==> src/rtl/es_pkg.sv <==
package es_pkg;
    typedef enum logic [1:0] {
        ST_IDLE   = 2'd0,
        ST_SETTLE = 2'd1,
        ST_COUNT  = 2'd2
    } es_state_e;
endpackage

==> src/rtl/es_popcount.sv <==
module es_popcount #(
    parameter int W  = 32,
    parameter int PW = $clog2(W + 1)
) (
    input  logic [W-1:0]  bits,
    output logic [PW-1:0] ones
);
    logic [PW-1:0] sum_d;

    always_comb begin
        sum_d = '0;
        for (int i = 0; i < W; i++) begin
            sum_d = sum_d + PW'(bits[i]);
        end
    end

    assign ones = sum_d;
endmodule

==> src/rtl/es_point_acc.sv <==
module es_point_acc #(
    parameter int PW = 6,
    parameter int CW = 48,
    parameter int EW = 32
) (
    input  logic          clk,
    input  logic          rst_n,
    input  logic          en,
    input  logic [PW-1:0] samp_inc,
    input  logic [PW-1:0] err_inc,
    input  logic [CW-1:0] sample_limit,
    input  logic [EW-1:0] error_limit,
    output logic          hit,
    output logic [CW-1:0] samp_nx,
    output logic [EW-1:0] err_nx
);
    typedef struct packed {
        logic [CW-1:0] samples;
        logic [EW-1:0] errors;
    } acc_t;

    acc_t acc_d, acc_q;
    logic [CW:0] s_sum;
    logic [EW:0] e_sum;

    always_comb begin
        s_sum   = {1'b0, acc_q.samples} + (CW + 1)'(samp_inc);
        e_sum   = {1'b0, acc_q.errors} + (EW + 1)'(err_inc);
        samp_nx = s_sum[CW] ? {CW{1'b1}} : s_sum[CW-1:0];
        err_nx  = e_sum[EW] ? {EW{1'b1}} : e_sum[EW-1:0];
        hit     = en && ((samp_nx >= sample_limit) || (err_nx >= error_limit));
        acc_d   = acc_q;
        if (en) begin
            acc_d.samples = samp_nx;
            acc_d.errors  = err_nx;
        end else begin
            acc_d = '0;
        end
    end

    always_ff @(posedge clk) begin
        if (!rst_n) acc_q <= '0;
        else        acc_q <= acc_d;
    end

    // counting never moves a counter backwards (no wrap)
    p_no_wrap_r6: assert property (@(posedge clk) disable iff (!rst_n)
        en |=> (acc_q.errors >= $past(acc_q.errors)) &&
               (acc_q.samples >= $past(acc_q.samples)));
endmodule

==> src/rtl/es_sweep_ctrl.sv <==
module es_sweep_ctrl
    import es_pkg::*;
#(
    parameter int OW   = 6,
    parameter int SETW = 8,
    parameter int CW   = 48,
    parameter int EW   = 32
) (
    input  logic                 clk,
    input  logic                 rst_n,
    input  logic                 start,
    input  logic                 abort,
    input  logic signed [OW-1:0] h_start,
    input  logic signed [OW-1:0] h_end,
    input  logic signed [OW-1:0] h_step,
    input  logic signed [OW-1:0] v_start,
    input  logic signed [OW-1:0] v_end,
    input  logic signed [OW-1:0] v_step,
    input  logic [SETW-1:0]      settle_cycles,
    input  logic                 hit,
    input  logic [CW-1:0]        samp_nx,
    input  logic [EW-1:0]        err_nx,
    output logic                 count_en,
    output logic signed [OW-1:0] h_off,
    output logic signed [OW-1:0] v_off,
    output logic                 busy,
    output logic                 done,
    output logic                 pt_valid,
    output logic [CW-1:0]        pt_samples,
    output logic [EW-1:0]        pt_errors,
    output logic signed [OW-1:0] pt_h,
    output logic signed [OW-1:0] pt_v
);
    typedef struct packed {
        es_state_e      state;
        logic [OW-1:0]  h;
        logic [OW-1:0]  v;
        logic [SETW-1:0] settle;
        logic           done;
        logic           pt_valid;
        logic [CW-1:0]  pt_samples;
        logic [EW-1:0]  pt_errors;
        logic [OW-1:0]  pt_h;
        logic [OW-1:0]  pt_v;
    } ctrl_t;

    ctrl_t c_d, c_q;
    logic [OW:0] h_nx, v_nx;
    logic        h_past, v_past;

    always_comb begin
        h_nx   = {c_q.h[OW-1], c_q.h} + {h_step[OW-1], h_step};
        v_nx   = {c_q.v[OW-1], c_q.v} + {v_step[OW-1], v_step};
        h_past = $signed(h_nx) > $signed({h_end[OW-1], h_end});
        v_past = $signed(v_nx) > $signed({v_end[OW-1], v_end});

        c_d          = c_q;
        c_d.pt_valid = 1'b0;

        unique case (c_q.state)
            ST_IDLE: begin
                if (start) begin
                    c_d.state  = ST_SETTLE;
                    c_d.h      = h_start;
                    c_d.v      = v_start;
                    c_d.settle = '0;
                    c_d.done   = 1'b0;
                end
            end
            ST_SETTLE: begin
                if (c_q.settle == settle_cycles) c_d.state  = ST_COUNT;
                else                             c_d.settle = c_q.settle + 1'b1;
            end
            ST_COUNT: begin
                if (hit) begin
                    c_d.pt_valid   = 1'b1;
                    c_d.pt_samples = samp_nx;
                    c_d.pt_errors  = err_nx;
                    c_d.pt_h       = c_q.h;
                    c_d.pt_v       = c_q.v;
                    c_d.settle     = '0;
                    if (!v_past) begin
                        c_d.v     = v_nx[OW-1:0];
                        c_d.state = ST_SETTLE;
                    end else if (!h_past) begin
                        c_d.v     = v_start;
                        c_d.h     = h_nx[OW-1:0];
                        c_d.state = ST_SETTLE;
                    end else begin
                        c_d.h     = '0;
                        c_d.v     = '0;
                        c_d.done  = 1'b1;
                        c_d.state = ST_IDLE;
                    end
                end
            end
            default: c_d.state = ST_IDLE;
        endcase

        if (abort) begin
            c_d.state    = ST_IDLE;
            c_d.h        = '0;
            c_d.v        = '0;
            c_d.settle   = '0;
            c_d.done     = 1'b0;
            c_d.pt_valid = 1'b0;
        end
    end

    always_ff @(posedge clk) begin
        if (!rst_n) begin
            c_q       <= '0;
            c_q.state <= ST_IDLE;
        end else begin
            c_q <= c_d;
        end
    end

    assign count_en   = (c_q.state == ST_COUNT);
    assign busy       = (c_q.state != ST_IDLE);
    assign done       = c_q.done;
    assign h_off      = c_q.h;
    assign v_off      = c_q.v;
    assign pt_valid   = c_q.pt_valid;
    assign pt_samples = c_q.pt_samples;
    assign pt_errors  = c_q.pt_errors;
    assign pt_h       = c_q.pt_h;
    assign pt_v       = c_q.pt_v;

    // the per-point strobe lasts exactly one cycle
    p_valid_pulse_r4: assert property (@(posedge clk) disable iff (!rst_n)
        pt_valid |=> !pt_valid);

    // offsets are frozen while a point is still being counted
    p_hold_offsets_r3: assert property (@(posedge clk) disable iff (!rst_n)
        (count_en && !hit && !abort) |=> ($stable(h_off) && $stable(v_off)));

    // abort lands in idle with zeroed offsets
    p_abort_idle_r9: assert property (@(posedge clk) disable iff (!rst_n)
        abort |=> (!busy && !done && h_off == '0 && v_off == '0));

    // a finished sweep is never still busy
    p_done_idle_r7: assert property (@(posedge clk) disable iff (!rst_n)
        done |-> !busy);
endmodule

==> src/rtl/eye_scan_accum.sv <==
module eye_scan_accum #(
    parameter int W    = 32,
    parameter int CW   = 48,
    parameter int EW   = 32,
    parameter int OW   = 6,
    parameter int SETW = 8
) (
    input  logic                 clk,
    input  logic                 rst_n,
    input  logic                 start,
    input  logic                 abort,
    input  logic signed [OW-1:0] h_start,
    input  logic signed [OW-1:0] h_end,
    input  logic signed [OW-1:0] h_step,
    input  logic signed [OW-1:0] v_start,
    input  logic signed [OW-1:0] v_end,
    input  logic signed [OW-1:0] v_step,
    input  logic [SETW-1:0]      settle_cycles,
    input  logic [CW-1:0]        sample_limit,
    input  logic [EW-1:0]        error_limit,
    input  logic [W-1:0]         lane_mask,
    input  logic [W-1:0]         data_word,
    input  logic [W-1:0]         offs_word,
    output logic [W-1:0]         data_out,
    output logic signed [OW-1:0] h_offset,
    output logic signed [OW-1:0] v_offset,
    output logic                 busy,
    output logic                 done,
    output logic                 pt_valid,
    output logic [CW-1:0]        pt_samples,
    output logic [EW-1:0]        pt_errors,
    output logic signed [OW-1:0] pt_h,
    output logic signed [OW-1:0] pt_v
);
    localparam int PW = $clog2(W + 1);

    logic [W-1:0]  miss_bits;
    logic [PW-1:0] samp_inc, err_inc;
    logic          count_en, hit;
    logic [CW-1:0] samp_nx;
    logic [EW-1:0] err_nx;

    assign data_out  = data_word;
    assign miss_bits = (data_word ^ offs_word) & lane_mask;

    es_popcount #(.W(W), .PW(PW)) u_pop_samp (.bits(lane_mask), .ones(samp_inc));
    es_popcount #(.W(W), .PW(PW)) u_pop_err  (.bits(miss_bits), .ones(err_inc));

    es_point_acc #(.PW(PW), .CW(CW), .EW(EW)) u_acc (
        .clk          (clk),
        .rst_n        (rst_n),
        .en           (count_en),
        .samp_inc     (samp_inc),
        .err_inc      (err_inc),
        .sample_limit (sample_limit),
        .error_limit  (error_limit),
        .hit          (hit),
        .samp_nx      (samp_nx),
        .err_nx       (err_nx)
    );

    es_sweep_ctrl #(.OW(OW), .SETW(SETW), .CW(CW), .EW(EW)) u_ctrl (
        .clk           (clk),
        .rst_n         (rst_n),
        .start         (start),
        .abort         (abort),
        .h_start       (h_start),
        .h_end         (h_end),
        .h_step        (h_step),
        .v_start       (v_start),
        .v_end         (v_end),
        .v_step        (v_step),
        .settle_cycles (settle_cycles),
        .hit           (hit),
        .samp_nx       (samp_nx),
        .err_nx        (err_nx),
        .count_en      (count_en),
        .h_off         (h_offset),
        .v_off         (v_offset),
        .busy          (busy),
        .done          (done),
        .pt_valid      (pt_valid),
        .pt_samples    (pt_samples),
        .pt_errors     (pt_errors),
        .pt_h          (pt_h),
        .pt_v          (pt_v)
    );
endmodule

==> config.mk <==
export PLATFORM = sky130hd
export DESIGN_NAME = eye_scan_accum
export DESIGN_NICKNAME = d
export VERILOG_FILES = /design/src/rtl/es_pkg.sv /design/src/rtl/es_popcount.sv /design/src/rtl/es_point_acc.sv /design/src/rtl/es_sweep_ctrl.sv /design/src/rtl/eye_scan_accum.sv
export SDC_FILE = /design/constraint.sdc
export NUM_CORES = 1
export LEC_CHECK = 0
export CAP_MARGIN = 10
export CORE_MARGIN = 1.5
export CORE_UTILIZATION = 50
export DETAILED_ROUTE_END_ITERATION = 10
export HOLD_SLACK_MARGIN = 0.15
export PLACE_DENSITY = 0.84
export REMOVE_ABC_BUFFERS = 1
export SYNTH_ARGS = -nofsm -noshare
export SYNTH_HDL_FRONTEND = slang
export SYNTH_HIERARCHICAL = 1
export SYNTH_SLANG_ARGS = --single-unit
==> constraint.sdc <==
create_clock -name clk -period 30.1 [get_ports clk]
set_input_delay 3.01 -clock clk [delete_from_list [all_inputs] [get_ports clk]]
set_output_delay 3.01 -clock clk [all_outputs]
set_load 0.01 [all_outputs]
==> run metrics, run 1 <==
CTS Buf Count 17; P&R area growth vs syn 23.1%; vias in the first global route 13200; TritonRoute pass-1 iters 6; top_reg_cell synth dfxtp_1; crit-path max cell delay 820 ps; CTS sink cnt between 150 and 200; Total GRT Usage 0.262; final hold violations 0; Clock Skew 19.7 ps; Mapped Avg Cell Area 8.16 µm²; delay-heaviest family, CP adder cells; H-tree depth 4; Worst Path Max Fanout 56; DRT Wirelength 41100 µm; Clock transition at path regs 70 ps; min Tclk post-route 13910 ps; Reg2Reg Depth 19; CP Launch Point data_word[11]; Post-synth EDFFs 0; commonest cells after routing, fill and taps aside 361 x clkdlybuf4s50_1, 300 x nand2_1, 196 x dfxtp_1; drt first-iter violations 759; antenna violations before repair 6; kind of end point of the critical path flip-flop; synthesized cell area between 10000 and 15000 µm²; period utilization 0.462; Achievable Freq 0.0719 GHz; Finish-stage setup viols 0; Slew @ Worst Pin 1150 ps; clk_lat worst skew 440 ps; sequential element share of the synthesized area 0.262; GR Overflow Total 0; #FFs+latches synth slightly below 200; GP Congestion 0.881; CP Class input pin to flip-flop; nets roughly 2400; Final Cell Area 18500 µm²; pwr dens around 63 nW/µm²; Filler Cell Count 2526; Initial Utilization 0.507; Netlist cell types 75; global-route wire length before repair ~66000 µm; Worst slew margin 0.237; Max-Cap Viols 0; row cnt 63; vias per cell 5.42; detailed placement HPWL approximately 32000 µm; Max Buffers Root-to-Sink 2; DP Area 17800 µm²; CTS tree built; slowest CP cell nand3_2; peak supply drop 0.0625 mV; DRC viols 0; Post-CTS Resized 0; area share of the largest cell type after synthesis 0.262; total core area 29600 µm²; die area 31000 µm²; critical path depth 33; number of post-CTS setup repair buffers 0; Worst Path Arrival ~14000 ps; Crit path top cell by count fa_1; hold path depth 2; Post-Route Setup TNS 0 ps; Synth warnings 6; Root Buffer clkbuf_16; commonest non-fill, non-tap cell in the layout clkdlybuf4s50_1; largest area contributor in the netlist dfxtp_1; CP required ~30000 ps; number of nets still failing antenna checks after routing 0; leakage power 8.08 nW; Boundary Pins 363; Syn Inst Count 1837; CTS Hold Buffers Added 0; RSZ-0062 raised after global routing false; die width 176 µm; fin. max-slew vios 0; vias roughly 13000; outcome complete, no violations; Post-synth ARST share 0; IO buf count 362; type of the worst min-delay path flip-flop to flip-flop; Buf+Inv Stages, Crit Path 5; chip height 176 µm; crit start category input pin; r2r startpoint u_acc/acc_q[0]; largest net degree at the start of global routing 102; synth top area cells dfxtp_1 26%, ha_1 12%, nand2_1 7.6%; routed wire length per instance about 17 µm; share of cells above drive strength 1 0.0320; Worst Hold Launch u_ctrl/pt_samples[43]
## stage by stage
step | power, W | setup slack [ps] | util | hold slack, ps | instances
after floorplan | 0.000743 | 16610 | - | 464 | 1628
after global placement | 0.000878 | 16260 | 0.602 | 454 | 2388
after detailed placement | 0.000913 | 15950 | 0.602 | 460 | 2388
after CTS | 0.00116 | 16350 | 0.624 | 470 | 2420
after global routing | 0.00127 | 15520 | 0.624 | 491 | 2422
final | 0.00116 | 16190 | 0.624 | 467 | 2422
## power by group
part / internal (W) / total [W] / switching (W)
combinational: 0.000284 / 0.000650 / 0.000366
clock: 0.000131 / 0.000246 / 0.000116
sequential: 0.000261 / 0.000263 / 0.00000230
## metal layers
layer	global-route usage	wire, µm	share of wire	vias to the layer above
li1	-	-	-	6445
met1	0.334	17900	0.44	6176
met2	0.435	19100	0.47	446
met3	0.0564	2700	0.066	68
met4	0.0976	1320	0.032	4
met5	0	27	0.00066	-
## Yosys cell counts (all sizes together), types with 3 or more instances
cell and n:
a211o 4, a211oi 12, a21boi 94, a21o 26, a21oi 130, a311oi 4
a31oi 12, a32oi 7, a41oi 3, and2 40, and3 25, and4 6
buf 163, clkbuf 46, dfxtp 196, fa 52, ha 138, inv 177
mux2 4, nand2 302, nand2b 8, nand3 48, nand4 48, nor2 45
nor2b 11, nor3 18, nor4 8, o2111ai 5, o211ai 7, o21a 4
o21ai 27, o221ai 3, o22ai 4, o31ai 8, or3 3, or4 8
xnor2 15, xor2 97
## cell type report
type / instances / area (µm²) / share of cell area
multi-input combinational: 1254 / 9050 / 0.490
sequential: 196 / 3920 / 0.213
timing repair buffer: 370 / 3680 / 0.199
inverter: 178 / 668 / 0.0362
tap: 390 / 488 / 0.0264
clock buffer: 18 / 439 / 0.0238
clock inverter: 14 / 203 / 0.0110
antenna: 2 / 5.00 / 0.000271
## logic make-up after synthesis
family	synth area share
fa+ha+maj	0.185
buf+inv	0.136
mux	0.00459
xor+xnor	0.0654
compound gates	0.162
simple gates	0.186
flops	0.262
## sequential cells by signal, summed over array words and instances (netlist names)
name	cells
u_ctrl/done	1
u_ctrl/c_q	10
u_ctrl/pt_v	6
u_ctrl/pt_errors	32
u_ctrl/pt_samples	48
u_ctrl/pt_valid	1
u_acc/acc_q	80
u_ctrl/h_off	6
u_ctrl/pt_h	6
u_ctrl/v_off	6
## path summary, 6_finish.rpt
kind	end	slack (ps)
worst min register to register	u_ctrl/pt_samples[43]	470
worst max register to register	u_ctrl/h_off[5]	23250
worst max-delay path	u_ctrl/h_off[5]	16190
worst min-delay path	u_ctrl/pt_samples[43]	470
## worst reg2reg max path: stages (launching register included)
cell and delay [ps]:
dfxtp_1 310, ha_1 200, fa_1 400, a21o_1 200, a21o_1 200, a211o_1 430
and3_1 350, nand3_2 690, nand2_1 230, ha_1 370, nand4_1 200, or4_1 610
nor3_1 290, o21ai_0 170, nand4_1 310, nand2b_1 180, o211ai_1 420, a211oi_1 790
nor3_1 140, a311oi_1 270
(Power assumes the default switching activity.)
==> run 2: changes to the inputs <==
==> constraint.sdc (replaced) <==
create_clock -name clk -period 13.8 [get_ports clk]
set_input_delay 1.38 -clock clk [delete_from_list [all_inputs] [get_ports clk]]
set_output_delay 1.38 -clock clk [all_outputs]
set_load 0.01 [all_outputs]
==> run metrics, run 2 (synthesis results as in run 1) <==
outcome complete, no violations; Post-Route Setup TNS 0 ps; commonest non-fill, non-tap cell in the layout clkdlybuf4s50_1; GP Congestion ~0.93; RSZ-0062 raised after global routing false; Filler Cell Count ~2500; leakage power 8.07 nW; Worst Path Arrival 12590 ps; Final Cell Area ~18000 µm²; Root Buffer clkbuf_16; global-route wire length before repair between 60000 and 70000 µm; Clock transition at path regs roughly 80 ps; Total GRT Usage 0.264; drt first-iter violations 699; Max-Cap Viols 0; Achievable Freq 0.0816 GHz; final worst setup slack roughly 1500 ps; Boundary Pins roughly 360; GR Overflow Total 0; largest net degree at the start of global routing 100; period utilization 0.888; antenna violations before repair 5; TritonRoute pass-1 iters 5; number of flip-flops in the largest register 80; H-tree depth 4; Clock Skew 16.8 ps; number of nets still failing antenna checks after routing 0; fin. max-slew vios 0; die width 176 µm; vias 13100; Worst slew margin 0.207; min Tclk post-route 12260 ps; Initial Utilization 0.507; CTS Hold Buffers Added 0; DP Area 17800 µm²; CTS tree built; commonest cells after routing, fill and taps aside 361 x clkdlybuf4s50_1, 300 x nand2_1, 196 x dfxtp_1; vias per cell between 5 and 6; pre-CTS setup slack 1280 ps; DRC viols 0; type of the worst min-delay path flip-flop to flip-flop; Finish-stage setup viols 0; Worst Path Max Fanout 56; kind of end point of the critical path flip-flop; nets 2432; die area approximately 31000 µm²; CTS Buf Count 17; final hold violations 0; pwr dens 136 nW/µm²; number of post-CTS setup repair buffers 0; clk_lat worst skew 440 ps; total core area 29600 µm²; P&R area growth vs syn 23.0%; CP Class input pin to flip-flop; vias in the first global route 13200; Slew @ Worst Pin 1180 ps; Crit path top cell by count fa_1; share of cells above drive strength 1 0.0325; DRT Wirelength roughly 41000 µm; detailed placement HPWL about 32000 µm; crit-path max cell delay 840 ps; Final Util 0.624; CP required 14130 ps; row cnt 63; chip height 176 µm; slowest CP cell nand3_2; crit start category input pin; Max Buffers Root-to-Sink 2; IO buf count 362; Post-CTS Resized 0; Top reg by flops u_acc/acc_q; peak supply drop 0.153 mV; CTS sink cnt 196; routed wire length per instance 16.9 µm
==> run 2: final timing paths <==
path                               from                    end  slack (ps)  cells past startpoint
setup / recovery          data_word[11]        u_ctrl/h_off[5]        1540                     33
hold reg to reg   u_ctrl/pt_samples[21]  u_ctrl/pt_samples[21]         470                      2
setup reg to reg         u_acc/acc_q[0]        u_ctrl/h_off[5]        6970                     19
hold / removal    u_ctrl/pt_samples[21]  u_ctrl/pt_samples[21]         470                      2
==> run 2: metal layers <==
metal  wire [µm]  part of all wire  vias up  global-route usage
li1            -                 -     6431                   -
met1       18000              0.44     6254               0.340
met2       19700              0.48      384               0.454
met3        2380             0.058       54              0.0463
met4         919             0.022        2              0.0737
met5          16           0.00039        -                   0
==> run 2: metrics by stage <==
step                instances  hold WS (ps)  total power [W]
floorplan                1628           464          0.00162
global placement         2389           454          0.00193
detailed placement       2389           463          0.00200
CTS                      2421           474          0.00253
global route             2423           486          0.00275
finish                   2424           470          0.00251
==> run 2: cell type report <==
| type | count | area, µm² | share of cell area |
|---|---|---|---|
| Sequential cell | 196 | 3920 | 0.213 |
| Timing Repair Buffer | 371 | 3690 | 0.200 |
| Clock buffer | 18 | 439 | 0.0238 |
| Inverter | 178 | 668 | 0.0362 |
| Antenna cell | 3 | 7.51 | 0.000407 |
| Clock inverter | 14 | 179 | 0.00970 |
| Tap cell | 390 | 488 | 0.0265 |
| Multi-Input combinational cell | 1254 | 9050 | 0.491 |
==> run 2: worst max-delay path: cells and delay by family <==
| kind | cells | cell delay, ps |
|---|---|---|
| buffers and inverters | 5 | 720 |
| XOR/XNOR | 1 | 180 |
| AND/OR/NAND/NOR | 10 | 3450 |
| adder cells (fa/ha/maj) | 9 | 3950 |
| AO/OA/AOI/OAI | 8 | 2880 |
==> run 2: power breakdown <==
group / internal [W] / switching, W / leakage [nW]
Sequential: 0.000569 / 0.00000516 / 1.58
Clock: 0.000266 / 0.000253 / 0.301
Combinational: 0.000625 / 0.000791 / 6.19
Total: 0.00146 / 0.00105 / 8.07
